**config.mk**
```make
export PLATFORM = sky130hd
export DESIGN_NAME = alu8_core
export DESIGN_NICKNAME = d
export VERILOG_FILES = /design/src/rtl/alu8_pkg.sv /design/src/rtl/alu8_addsub.sv /design/src/rtl/alu8_logic.sv /design/src/rtl/alu8_shift.sv /design/src/rtl/alu8_core.sv
export SDC_FILE = /design/constraint.sdc
export NUM_CORES = 1
export LEC_CHECK = 0
export BUFFER_PORTS_ARGS = -buffer_cell sky130_fd_sc_hd__clkbuf_2
export CORE_ASPECT_RATIO = 0.6
export CORE_UTILIZATION = 64
export DETAILED_ROUTE_END_ITERATION = 6
export GPL_ROUTABILITY_DRIVEN = 0
export PLACE_DENSITY = 0.9
export SETUP_SLACK_MARGIN = 0.1
export SLEW_MARGIN = 20
export SYNTH_ARGS = -nofsm -noshare
export SYNTH_HDL_FRONTEND = slang
export SYNTH_HIERARCHICAL = 1
export SYNTH_SLANG_ARGS = --single-unit
```
**constraint.sdc**
```tcl
create_clock -name vclk -period 11.6
set_clock_uncertainty 0.05 [all_clocks]
set_input_delay 1.74 -clock vclk [all_inputs]
set_output_delay 1.74 -clock vclk [all_outputs]
set_load 0.01 [all_outputs]
```
**src/rtl/alu8_pkg.sv**
```systemverilog
package alu8_pkg;

  localparam int FLAG_W = 5;
  localparam int FL_C   = 0;
  localparam int FL_Z   = 1;
  localparam int FL_N   = 2;
  localparam int FL_V   = 3;
  localparam int FL_H   = 4;

  typedef logic [FLAG_W-1:0] flag_vec_t;

  typedef enum logic [4:0] {
    OP_ADD  = 5'd0,
    OP_ADC  = 5'd1,
    OP_SUB  = 5'd2,
    OP_SBC  = 5'd3,
    OP_AND  = 5'd4,
    OP_OR   = 5'd5,
    OP_XOR  = 5'd6,
    OP_CBR  = 5'd7,
    OP_COM  = 5'd8,
    OP_NEG  = 5'd9,
    OP_INC  = 5'd10,
    OP_DEC  = 5'd11,
    OP_LSL  = 5'd12,
    OP_LSR  = 5'd13,
    OP_ROL  = 5'd14,
    OP_ROR  = 5'd15,
    OP_ASR  = 5'd16,
    OP_SWAP = 5'd17,
    OP_SER  = 5'd18
  } alu_op_e;

  typedef enum logic [2:0] {
    FAM_ARITH,
    FAM_STEP,
    FAM_LOGIC,
    FAM_COMPL,
    FAM_SHIFT,
    FAM_QUIET,
    FAM_NONE
  } alu_fam_e;

  localparam flag_vec_t MASK_ALL  = 5'b11111;
  localparam flag_vec_t MASK_ZNV  = 5'b01110;
  localparam flag_vec_t MASK_ZCNV = 5'b01111;
  localparam flag_vec_t MASK_NONE = 5'b00000;

  function automatic alu_fam_e op_family(input logic [4:0] code);
    alu_fam_e fam;
    case (code)
      OP_ADD, OP_ADC, OP_SUB, OP_SBC, OP_NEG:  fam = FAM_ARITH;
      OP_INC, OP_DEC:                          fam = FAM_STEP;
      OP_AND, OP_OR, OP_XOR, OP_CBR:           fam = FAM_LOGIC;
      OP_COM:                                  fam = FAM_COMPL;
      OP_LSL, OP_LSR, OP_ROL, OP_ROR, OP_ASR:  fam = FAM_SHIFT;
      OP_SWAP, OP_SER:                         fam = FAM_QUIET;
      default:                                 fam = FAM_NONE;
    endcase
    return fam;
  endfunction

endpackage

```
**src/rtl/alu8_addsub.sv**
```systemverilog
module alu8_addsub #(
  parameter int W   = 8,
  parameter int NIB = 4
) (
  input  logic [W-1:0] a,
  input  logic [W-1:0] b,
  input  logic         ci,
  input  logic         sub,
  output logic [W-1:0] r,
  output logic         c_flag,
  output logic         h_flag,
  output logic         v_flag
);

  logic [W-1:0]   b_eff;
  logic           ci_eff;
  logic [W:0]     sum_full;
  logic [NIB:0]   sum_low;

  // Subtraction is addition of the inverted operand with an inverted borrow-in.
  always_comb begin
    b_eff    = sub ? ~b : b;
    ci_eff   = sub ? ~ci : ci;
    sum_full = {1'b0, a} + {1'b0, b_eff} + {{W{1'b0}}, ci_eff};
    sum_low  = {1'b0, a[NIB-1:0]} + {1'b0, b_eff[NIB-1:0]} + {{NIB{1'b0}}, ci_eff};
    r        = sum_full[W-1:0];
    // A carry out of an inverted-operand sum means "no borrow".
    c_flag   = sum_full[W] ^ sub;
    h_flag   = sum_low[NIB] ^ sub;
    v_flag   = (a[W-1] == b_eff[W-1]) && (sum_full[W-1] != a[W-1]);
  end

endmodule

```
**src/rtl/alu8_logic.sv**
```systemverilog
module alu8_logic
  import alu8_pkg::*;
#(
  parameter int W = 8
) (
  input  alu_op_e      op,
  input  logic [W-1:0] a,
  input  logic [W-1:0] b,
  output logic [W-1:0] r
);

  localparam int HALF = W / 2;

  always_comb begin
    case (op)
      OP_AND:  r = a & b;
      OP_OR:   r = a | b;
      OP_XOR:  r = a ^ b;
      OP_CBR:  r = a & ~b;
      OP_COM:  r = ~a;
      OP_SWAP: r = {a[HALF-1:0], a[W-1:HALF]};
      OP_SER:  r = '1;
      default: r = a;
    endcase
  end

endmodule

```
**src/rtl/alu8_shift.sv**
```systemverilog
module alu8_shift
  import alu8_pkg::*;
#(
  parameter int W = 8
) (
  input  alu_op_e      op,
  input  logic [W-1:0] a,
  input  logic         ci,
  output logic [W-1:0] r,
  output logic         co
);

  always_comb begin
    case (op)
      OP_LSL: begin r = {a[W-2:0], 1'b0};    co = a[W-1]; end
      OP_LSR: begin r = {1'b0, a[W-1:1]};    co = a[0];   end
      OP_ROL: begin r = {a[W-2:0], ci};      co = a[W-1]; end
      OP_ROR: begin r = {ci, a[W-1:1]};      co = a[0];   end
      OP_ASR: begin r = {a[W-1], a[W-1:1]};  co = a[0];   end
      default: begin r = a;                  co = 1'b0;   end
    endcase
  end

endmodule

```
**src/rtl/alu8_core.sv**
```systemverilog
module alu8_core
  import alu8_pkg::*;
#(
  parameter int W   = 8,
  parameter int NIB = 4
) (
  input  logic [4:0]   op_i,
  input  logic [W-1:0] a_i,
  input  logic [W-1:0] b_i,
  input  logic         cin_i,
  input  logic [4:0]   flags_i,
  output logic [W-1:0] res_o,
  output logic [4:0]   flags_o,
  output logic [4:0]   upd_o
);

  alu_op_e  op;
  alu_fam_e fam;

  logic [W-1:0] as_a, as_b, as_r;
  logic         as_ci, as_sub, as_c, as_h, as_v;
  logic [W-1:0] lg_r;
  logic [W-1:0] sh_r;
  logic         sh_c;

  logic [W-1:0] res;
  flag_vec_t    mask;
  logic         f_h, f_v, f_c, f_n, f_z;
  flag_vec_t    calc;

  assign op  = alu_op_e'(op_i);
  assign fam = op_family(op_i);

  // Operand steering for the shared adder.
  always_comb begin
    as_a   = a_i;
    as_b   = b_i;
    as_ci  = 1'b0;
    as_sub = 1'b0;
    case (op)
      OP_ADC: as_ci = cin_i;
      OP_SUB: as_sub = 1'b1;
      OP_SBC: begin as_sub = 1'b1; as_ci = cin_i; end
      OP_NEG: begin as_a = '0; as_b = a_i; as_sub = 1'b1; end
      OP_INC: as_b = W'(1);
      OP_DEC: begin as_b = W'(1); as_sub = 1'b1; end
      default: ;
    endcase
  end

  alu8_addsub #(.W(W), .NIB(NIB)) u_addsub (
    .a      (as_a),
    .b      (as_b),
    .ci     (as_ci),
    .sub    (as_sub),
    .r      (as_r),
    .c_flag (as_c),
    .h_flag (as_h),
    .v_flag (as_v)
  );

  alu8_logic #(.W(W)) u_logic (
    .op (op),
    .a  (a_i),
    .b  (b_i),
    .r  (lg_r)
  );

  alu8_shift #(.W(W)) u_shift (
    .op (op),
    .a  (a_i),
    .ci (cin_i),
    .r  (sh_r),
    .co (sh_c)
  );

  // Result selection, flag candidates and update mask by operation family.
  always_comb begin
    res  = a_i;
    mask = MASK_NONE;
    f_h  = 1'b0;
    f_v  = 1'b0;
    f_c  = 1'b0;
    case (fam)
      FAM_ARITH: begin
        res = as_r; mask = MASK_ALL;
        f_h = as_h; f_v = as_v; f_c = as_c;
      end
      FAM_STEP: begin
        res = as_r; mask = MASK_ZNV; f_v = as_v;
      end
      FAM_LOGIC: begin
        res = lg_r; mask = MASK_ZNV;
      end
      FAM_COMPL: begin
        res = lg_r; mask = MASK_ZCNV; f_c = 1'b1;
      end
      FAM_SHIFT: begin
        res = sh_r; mask = MASK_ZCNV;
        f_c = sh_c; f_v = sh_r[W-1] ^ sh_c;
      end
      FAM_QUIET: begin
        res = lg_r;
      end
      default: ;
    endcase
    f_n = res[W-1];
    // Subtract-with-carry may only clear Z, never set it.
    f_z = (res == '0) && ((op != OP_SBC) || flags_i[FL_Z]);
    calc = '0;
    calc[FL_H] = f_h;
    calc[FL_V] = f_v;
    calc[FL_N] = f_n;
    calc[FL_Z] = f_z;
    calc[FL_C] = f_c;
  end

  assign res_o   = res;
  assign upd_o   = mask;
  assign flags_o = (flags_i & ~mask) | (calc & mask);

endmodule

```
==> results.json <==
{
  "numSequentialCells": 0,
  "endpoint_kind": "primary output",
  "status": "finished clean",
  "critPathSlowestCell": "nor3_2",
  "cts_setup_buffers": 0,
  "final-seq-area_um2": 0,
  "areaGrowthSynthToFinish_pct": 11.0,
  "cp-start-kind": "input pin",
  "setup_viol": 0,
  "io_pins": 45,
  "p_per_area_mw_per_mm2": 52.7,
  "initial_utilization_pct": 71.6,
  "cts_resized": 0,
  "holdBufCountCts": 0,
  "setup_tns_ns": 0,
  "maxSlewHeadroom_pct": 29.5,
  "fin_cells": 371,
  "synth_top_area_share_pct": 11.5,
  "syn_area_per_cell_um2": 7.43,
  "layout-drive-gt1-share_pct": 23.1,
  "holdWs_ns": 3.73,
  "die_area_mm2": 0.00365,
  "wirelength_um": 6730,
  "grt_max_degree": 26,
  "grt_pass1_vias": 2189,
  "yosysSeqAreaShare_pct": 0,
  "clock_buffers": 0,
  "design_area_mm2": 0.00242,
  "fin_ws_ns": 3.45,
  "dr.pass1.iters": 7,
  "multiInputGateArea_mm2": 0.00204,
  "synth_area_mm2": 0.00218,
  "worstMarginPinSlew_ns": 1.05,
  "worstPathRequired_ns": 9.81,
  "max_stage_delay_ns": 0.81,
  "synth_area_leaders": "ha_1, a21oi_1, xor2_1, inv_1, nor2b_1",
  "vias": 2571,
  "yosysMostFrequentCell": "inv_1",
  "row_count": 15,
  "filler_cell_count": 235,
  "irDropWorstVdd_uv": 38.2,
  "preCtsSetupSlack_ns": 3.52,
  "via_per_inst": 6.93,
  "period_share_pct": 70.2,
  "maxCapViolCount": 0,
  "ant_nets": 0,
  "grt_pass1_wl_um": 10700,
  "io_buffers": 45,
  "fin_util_pct": 79.5,
  "path_class": "in2out",
  "arrival_ns": 6.36,
  "leakage_nw": 1.09,
  "dp_cells": 371,
  "synth_top_cells_by_count": "inv_1, a21oi_1, ha_1",
  "track_usage_pct": 37.6,
  "rsz0062_at_grt": "false",
  "hp-class": "in2out",
  "die_x_um": 77.3,
  "dp_hpwl_um": 5220,
  "ys.warnings.count": 6,
  "postSynthCellCount": 293,
  "worstPathCellList": "clkbuf_2, inv_1, ha_1, nor2b_1, a211oi_1, nor3_2, xor2_1, fa_1, fa_1, a21oi_2, inv_1, a21oi_1, xnor2_1, a221oi_2, o22ai_1, or4_1, a21oi_1, clkbuf_2",
  "fin_nets": 380,
  "synth.distinct_cells": 68,
  "remaining_drc_errors": 0,
  "post_drt_wl_per_cell_um": 18.1,
  "antenna_found_initial": 0,
  "slew_viol_final": 0,
  "crit_family": "simple AND/OR/NAND/NOR gates",
  "drtIter0Drc": 389,
  "power.total_mw": 0.127,
  "num_antenna_cells": 0,
  "place_area_mm2": 0.00242,
  "fmax_mhz": 123,
  "period_minus_slack_ns": 8.15,
  "finalHoldViolations": 0,
  "syn-num-nets": 342,
  "cp_num_buf_inv": 4,
  "yosysTopAreaCell": "ha_1",
  "die_y_um": 47.2,
  "critPathMaxFanout": 15,
  "overflow": 0,
  "core-area_mm2": 0.00304
}
-- report_power, final --
group          leakage, nW  total (mW)  switching [mW]  internal [mW]
registers                0           0               0              0
clock network            0           0               0              0
logic                 1.09       0.127          0.0750         0.0524
total                 1.09       0.127          0.0750         0.0524
-- metal layers --
| metal | global-route usage (%) | share of wire [%] |
|---|---|---|
| met1 | 53.4 | 44 |
| met2 | 58.1 | 40 |
| met3 | 9.71 | 14 |
| met4 | 6.42 | 1.9 |
| met5 | 0 | 0 |
-- worst paths after layout --
path	startpoint	slack (ns)	cells past startpoint	to
max	op_i[0]	3.45	18	flags_o[1]
min	flags_i[4]	3.73	3	flags_o[4]
-- kinds of logic (layout without fill, tap and decap cells) --
| family | Yosys count | in the layout | synth area share, % |
|---|---|---|---|
| muxes | 4 | 4 | 2.18 |
| xor gates and xnor gates | 18 | 18 | 7.24 |
| adders and majority gates | 22 | 22 | 13.3 |
| and+or+nand+nor | 87 | 87 | 24.1 |
| AOI/OAI and AO/OA | 127 | 127 | 46.4 |
| buffers and inverters | 35 | 71 | 6.78 |
-- area by class of cell --
type | count | share of cell area (%)
inverters | 24 | 3.72
repair buffers | 47 | 9.93
well taps | 42 | 2.17
multi-input cells | 258 | 84.2
-- layout by cell type (no fill, tap or decap), types with 3 or more instances in the layout --
cell	netlist	final
nand3b_1	5	5
nor2_1	19	19
a221o_1	8	8
o21ai_0	16	16
nand2_1	14	14
a21boi_0	8	8
a211oi_1	3	3
o21ai_1	5	5
o22ai_1	6	6
xor2_1	12	12
o311ai_1	8	8
clkbuf_2	0	45
a22o_1	8	8
nor2b_1	13	13
a221oi_2	5	5
a21oi_1	21	21
and2_1	7	7
ha_1	20	20
a222oi_1	5	5
nor3_1	4	3
o211ai_1	9	9
inv_1	23	23
xnor2_1	6	6
nand2b_1	3	3
nand3_1	3	3
a221oi_1	3	3
Note: power is estimated with default switching activity, not from simulation.
